<file path="src/rtl/hubstream_pkg.sv">
`timescale 1ns/1ps
package hubstream_pkg;
  typedef struct packed {
    logic push;
    logic pop;
    logic flush;
  } fifoCtl_t;
endpackage

</file>
<file path="src/rtl/hubstream_dpath.sv">
`timescale 1ns/1ps
module hubstream_dpath
  import hubstream_pkg::*;
#(
  parameter int DATA_W = 32,
  parameter int DEPTH  = 16,
  localparam int PTR_W = $clog2(DEPTH),
  localparam int CNT_W = PTR_W + 1
) (
  input  logic              clk,
  input  logic              rstN,
  input  fifoCtl_t          ctl,
  input  logic [DATA_W-1:0] wrData,
  output logic [CNT_W-1:0]  count,
  output logic [DATA_W-1:0] rdData
);
  logic [DATA_W-1:0] mem [DEPTH];
  logic [PTR_W-1:0]  wrPtr, rdPtr;

  function automatic logic [PTR_W-1:0] nextPtr(input logic [PTR_W-1:0] p);
    return (p == PTR_W'(DEPTH - 1)) ? '0 : p + 1'b1;
  endfunction

  always_ff @(posedge clk) begin
    if (ctl.push) mem[wrPtr] <= wrData;
  end

  always_ff @(posedge clk or negedge rstN) begin
    if (!rstN) begin
      wrPtr  <= '0;
      rdPtr  <= '0;
      count  <= '0;
      rdData <= '0;
    end else if (ctl.flush) begin
      wrPtr <= '0;
      rdPtr <= '0;
      count <= '0;
    end else begin
      if (ctl.push) wrPtr <= nextPtr(wrPtr);
      if (ctl.pop) begin
        rdPtr  <= nextPtr(rdPtr);
        rdData <= mem[rdPtr];
      end
      count <= count + CNT_W'(ctl.push) - CNT_W'(ctl.pop);
    end
  end
endmodule

</file>
<file path="src/rtl/hubstream_ctrl.sv">
`timescale 1ns/1ps
module hubstream_ctrl
  import hubstream_pkg::*;
#(
  parameter int ADDR_W = 16,
  parameter int DIV_W  = 8,
  parameter int DEPTH  = 16,
  localparam int CNT_W = $clog2(DEPTH) + 1
) (
  input  logic              clk,
  input  logic              rstN,
  input  logic              restartValid,
  input  logic [ADDR_W-1:0] restartAddr,
  input  logic [DIV_W-1:0]  rateDiv,
  input  logic              streamEn,
  input  logic              hubGnt,
  input  logic              hubRdValid,
  input  logic [CNT_W-1:0]  fifoCount,
  output logic              hubReq,
  output logic [ADDR_W-1:0] hubAddr,
  output logic              outValid,
  output logic              underflow,
  output fifoCtl_t          ctl
);
  logic             active;
  logic [CNT_W-1:0] inFlight, dropCnt, liveInFlight;
  logic [DIV_W-1:0] divCnt, divLast;
  logic             space, grant, due;

  assign liveInFlight = inFlight - dropCnt;
  assign space   = ({1'b0, fifoCount} + {1'b0, liveInFlight}) < (CNT_W + 1)'(DEPTH);
  assign hubReq  = active && !restartValid && space;
  assign grant   = hubReq && hubGnt;
  assign divLast = (rateDiv == '0) ? '0 : rateDiv - 1'b1;
  assign due     = active && streamEn && !restartValid && (divCnt >= divLast);

  always_comb begin
    ctl.flush = restartValid;
    ctl.push  = hubRdValid && (dropCnt == '0) && !restartValid;
    ctl.pop   = due && (fifoCount != '0);
  end

  always_ff @(posedge clk or negedge rstN) begin
    if (!rstN) begin
      active    <= 1'b0;
      hubAddr   <= '0;
      inFlight  <= '0;
      dropCnt   <= '0;
      divCnt    <= '0;
      outValid  <= 1'b0;
      underflow <= 1'b0;
    end else begin
      inFlight  <= inFlight + CNT_W'(grant) - CNT_W'(hubRdValid);
      outValid  <= ctl.pop;
      underflow <= due && (fifoCount == '0);
      if (restartValid) begin
        active  <= 1'b1;
        hubAddr <= restartAddr;
        dropCnt <= inFlight - CNT_W'(hubRdValid);
        divCnt  <= '0;
      end else begin
        if (grant) hubAddr <= hubAddr + 1'b1;
        if (hubRdValid && dropCnt != '0) dropCnt <= dropCnt - 1'b1;
        if (active && streamEn) begin
          if (!due)          divCnt <= divCnt + 1'b1;
          else if (ctl.pop)  divCnt <= '0;
        end
      end
    end
  end
endmodule

</file>
<file path="src/rtl/hubstream_fifo.sv">
`timescale 1ns/1ps
module hubstream_fifo
  import hubstream_pkg::*;
#(
  parameter int ADDR_W = 16,
  parameter int DATA_W = 32,
  parameter int DIV_W  = 8,
  parameter int DEPTH  = 16,
  localparam int CNT_W = $clog2(DEPTH) + 1
) (
  input  logic              clk,
  input  logic              rstN,
  input  logic              restartValid,
  input  logic [ADDR_W-1:0] restartAddr,
  input  logic [DIV_W-1:0]  rateDiv,
  input  logic              streamEn,
  output logic              hubReq,
  output logic [ADDR_W-1:0] hubAddr,
  input  logic              hubGnt,
  input  logic              hubRdValid,
  input  logic [DATA_W-1:0] hubRdData,
  output logic              outValid,
  output logic [DATA_W-1:0] outData,
  output logic              underflow
);
  fifoCtl_t         ctl;
  logic [CNT_W-1:0] fifoCount;

  hubstream_ctrl #(.ADDR_W(ADDR_W), .DIV_W(DIV_W), .DEPTH(DEPTH)) ctrl_i (
    .clk(clk), .rstN(rstN), .restartValid(restartValid), .restartAddr(restartAddr),
    .rateDiv(rateDiv), .streamEn(streamEn), .hubGnt(hubGnt), .hubRdValid(hubRdValid),
    .fifoCount(fifoCount), .hubReq(hubReq), .hubAddr(hubAddr), .outValid(outValid),
    .underflow(underflow), .ctl(ctl)
  );

  hubstream_dpath #(.DATA_W(DATA_W), .DEPTH(DEPTH)) dpath_i (
    .clk(clk), .rstN(rstN), .ctl(ctl), .wrData(hubRdData),
    .count(fifoCount), .rdData(outData)
  );
endmodule

</file>
<file path="config.mk">
export PLATFORM = sky130hd
export DESIGN_NAME = hubstream_fifo
export DESIGN_NICKNAME = d
export VERILOG_FILES = /design/src/rtl/hubstream_pkg.sv /design/src/rtl/hubstream_dpath.sv /design/src/rtl/hubstream_ctrl.sv /design/src/rtl/hubstream_fifo.sv
export SDC_FILE = /design/constraint.sdc
export NUM_CORES = 1
export LEC_CHECK = 0
export ABC_AREA = 1
export BUFFER_PORTS_ARGS = -buffer_cell sky130_fd_sc_hd__buf_2
export CORE_MARGIN = 1.5
export CORE_UTILIZATION = 29
export CTS_BUF_LIST = sky130_fd_sc_hd__clkbuf_4
export CTS_CLUSTER_SIZE = 40
export DETAILED_ROUTE_END_ITERATION = 12
export PLACE_DENSITY = 0.55
export SYNTH_ARGS = -nofsm -noshare
export SYNTH_HDL_FRONTEND = slang
export SYNTH_HIERARCHICAL = 1
export SYNTH_SLANG_ARGS = --single-unit
</file>
<file path="constraint.sdc">
create_clock -name clk -period 4.4 [get_ports clk]
set_input_delay 0.66 -clock clk [delete_from_list [all_inputs] [get_ports clk]]
set_output_delay 0.66 -clock clk [all_outputs]
set_load 0.02 [all_outputs]
</file>
==> flow_summary.ini <==
[worst_setup_path]
crit_start = ctrl_i/inFlight[0]$_DFF_PN0_
worstSetupPathType = register to output port
crit_required_ns = 3.74
rr_worst_depth = 18
critical_path.endpoint = hubReq
rr_endpoint = ctrl_i/inFlight[4]$_DFF_PN0_
end_kind = output port
startpoint_type = register
worstPathMaxFanout = 8
reg2reg_from = ctrl_i/inFlight[0]$_DFF_PN0_
cp.arrival_ns = 3.45
r2r_setup_slack_ns = 0.54

[sta]
hold_slack_ns = 0.1216
skew_ns = 0.05999
hold_violations = 0
fin_setup_tns_ns = 0
tightest_slew_ns = 1.108
setup_violations = 0
timing.final.crit_period_ns = 4.109
finalCritPeriodShare_pct = 93.38
rsz0062_at_grt = false
drv_slew = 0
max_freq_mhz = 243.4
final.setup.worst_slack_ns = 0.2912
relSlewSlack_pct = 26.03

[drt]
via_per_inst = 4.588
routedWlPerCell_um = 17.82
dr.pass1.iters = 5
drtAntennaViolNets = 0
wl_um = 69190
drt_iter0_drc = 1443
num_vias = 17810
drc = 0

[cts]
cts-root-buf = clkbuf_4
tritoncts = done
post_cts_buffers = 0
numCtsBuffers = 159
cts.sinks = 594
htreeDepth = 4
clkTransAtPathRegs_ns = 0.06
insertion_delay_ns = 0.98
clk_path_buf_depth = 3

[power]
pwr_density_cell_nw_per_um2 = 425.4
p_total_uw = 12810
ir_worst_vdd_mv = 0.2377
p_leak_uw = 0.01202

[run_status]
run_status = complete, no violations

[place]
gp_congestion = 0.7675
dpl.hpwl_um = 35810
place_ws_ns = 0.2425
portBuffers = 112

[floorplan]
die_h_um = 298.8
core_area_um2 = 86750
die_w_um = 298.8
rows = 108
dieArea_um2 = 89260
ioPinCount = 113
start_util_pct = 29.24

[grt]
antenna_found_initial = 4
met2_usage_pct = 25.19
groute.usage.overall_pct = 15.51
grt_pass1_vias = 17580
grt_max_degree = 95
grt-ovfl-total = 0
grt_use_met1_pct = 20.04
met3_usage_pct = 3.904
busiest_layer = met2
grt_pass1_wl_um = 105200

[worst_hold_path]
hold_depth = 1
min_path_type = input port to register

[yosys]
netlist_instances = 2338
synth_ff_type = edfxtp_1
synth_top_cell_area_share_pct = 60.61
ys_seq_elements = 594
seq_area_frac_synth_pct = 68.70
synth_area_um2 = 25370
synth-warning-count = 6
avgSynthCellArea_um2 = 10.85
synth_area_leaders = edfxtp_1 (61%), nand2_1 (14%), dfrtp_1 (8.1%)
synth_edf_count = 512
synth_cell_type_count = 45
syn_nets = 2443
async_reset_ff_share_pct = 13.80
yosys.area.top_type = edfxtp_1

[cells_and_area]
areaGrowthSynthToFinish_pct = 18.70
utilization_pct = 34.71
fill_cells = 8774
nets = 2697
drive_gt1_share_pct = 17.44

[run]
drv_cap = 0
[logic make-up (layout without fill, tap and decap cells)]
family / count (synthesis) / count (layout) / synth area share [%]
AOI/OAI and AO/OA: 116 / 116 / 2.397
xor gates and xnor gates: 27 / 27 / 0.9322
adders and majority gates: 43 / 43 / 2.210
buffers and inverters: 188 / 574 / 3.378
DFF: 594 / 594 / 68.70
other: 0 / 4 / 0
and+or+nand+nor: 1370 / 1370 / 22.39
[layout make-up]
class | count | area, um2 | share of cell area, %
inverters | 73 | 282.8 | 0.9391
multi-input cells | 1556 | 7218 | 23.97
repair buffers | 208 | 1514 | 5.028
diodes | 4 | 10.01 | 0.03324
clock buffers | 254 | 1907 | 6.333
clock inverters | 39 | 300.3 | 0.9973
well taps | 1155 | 1445 | 4.799
flip-flops and latches | 594 | 17430 | 57.90
[state kept, by name, summed over array words and instances (netlist names)]
signal / flops
ctrl_i/active: 1
ctrl_i/divCnt: 8
ctrl_i/dropCnt: 5
ctrl_i/hubAddr: 16
ctrl_i/inFlight: 5
ctrl_i/outValid: 1
ctrl_i/underflow: 1
dpath_i/count: 5
dpath_i/mem: 512
dpath_i/rdData: 32
dpath_i/rdPtr: 4
dpath_i/wrPtr: 4
[power by group]
group	total [uW]	switching, uW	leakage [uW]	internal, uW
Sequential	6390	144	0.00569	6240
Clock	5200	2330	0.00130	2870
Combinational	1220	735	0.00503	488
[metal layers]
metal  routed length (um)  vias to the layer above  part of all wire (%)
li1                     -                     8571                     -
met1                30430                     8598                    44
met2                32740                      521                    47
met3                 4466                      120                   6.5
met4                 1525                        4                   2.2
met5                   23                        -                 0.033
[worst min path at each step]
stage | start | endpoint
2_1_floorplan | rstN | ctrl_i/active$_DFFE_PN0P_
3_3_place_gp | dpath_i/rdData[2]$_DFFE_PN0P_ | dpath_i/rdData[2]$_DFFE_PN0P_
3_5_place_dp | dpath_i/rdData[11]$_DFFE_PN0P_ | dpath_i/rdData[11]$_DFFE_PN0P_
4_1_cts | hubRdData[28] | dpath_i/mem[6][28]$_DFFE_PP_
5_1_grt | hubRdData[28] | dpath_i/mem[5][28]$_DFFE_PP_
6_report | hubRdData[29] | dpath_i/mem[13][29]$_DFFE_PP_
[through the flow]
step / cell area (um2) / cells
6_report: 30110 / 3883
4_1_cts: 30100 / 3879
5_1_grt: 30110 / 3883
2_1_floorplan: 25370 / 2338
3_3_place_gp: 27370 / 3534
3_5_place_dp: 27370 / 3534
[Yosys cell counts (3+ instances only)]
cell type	instances
edfxtp_1	512
nand4_1	4
nor2_1	87
nor3_1	12
o21ai_2	3
xor2_1	18
inv_2	3
buf_6	3
a21oi_1	77
fa_1	3
nand3_1	313
buf_2	72
inv_1	68
nand2_2	3
clkbuf_1	30
dfrtp_1	82
a31oi_1	3
xnor2_1	9
or2_2	5
buf_4	7
ha_1	40
nand2_1	932
o21ai_0	26
[timing repair]
item | in CTS | in global routing
resized for setup | 1 | 1
endpoints found under the setup margin | 1 | 1
hold endpoints to repair | 459 | 0
hold buffers | 52 | 0
[cell usage in the layout, fill, tap and decap left out, drive strengths merged]
| cell | Yosys | routed |
|---|---|---|
| o22ai | 2 | 2 |
| nor2 | 90 | 90 |
| xnor2 | 9 | 9 |
| bufinv | 0 | 4 |
| fa | 3 | 3 |
| dfrtp | 82 | 82 |
| buf | 85 | 156 |
| o21bai | 1 | 1 |
| a21oi | 77 | 77 |
| nand3 | 316 | 316 |
| clkbuf | 30 | 254 |
| o21a | 1 | 1 |
| ha | 40 | 40 |
| nand2 | 936 | 936 |
| a21o | 1 | 1 |
| clkinv | 2 | 28 |
| a31oi | 3 | 3 |
| nand4 | 4 | 4 |
| clkinvlp | 0 | 3 |
| dlygate4sd3 | 0 | 52 |
| edfxtp | 512 | 512 |
| o21ai | 30 | 30 |
| diode | 0 | 4 |
| and2 | 1 | 1 |
| nor3b | 2 | 2 |
| xor2 | 18 | 18 |
| nor4 | 1 | 1 |
| inv | 71 | 77 |
| or2 | 6 | 6 |
| nor3 | 14 | 14 |
| o211ai | 1 | 1 |
[worst max-delay path, cell delays in order, from the launching register on]
cell and delay [ns]:
dfrtp_1 0.38, inv_1 0.10, ha_1 0.15, inv_1 0.05
fa_1 0.40, nand3_1 0.09, nand2_1 0.06, xor2_1 0.14
ha_1 0.31, nor4_4 0.38, and2_4 0.26, buf_2 0.18
Note: power is estimated with default switching activity, not from simulation.
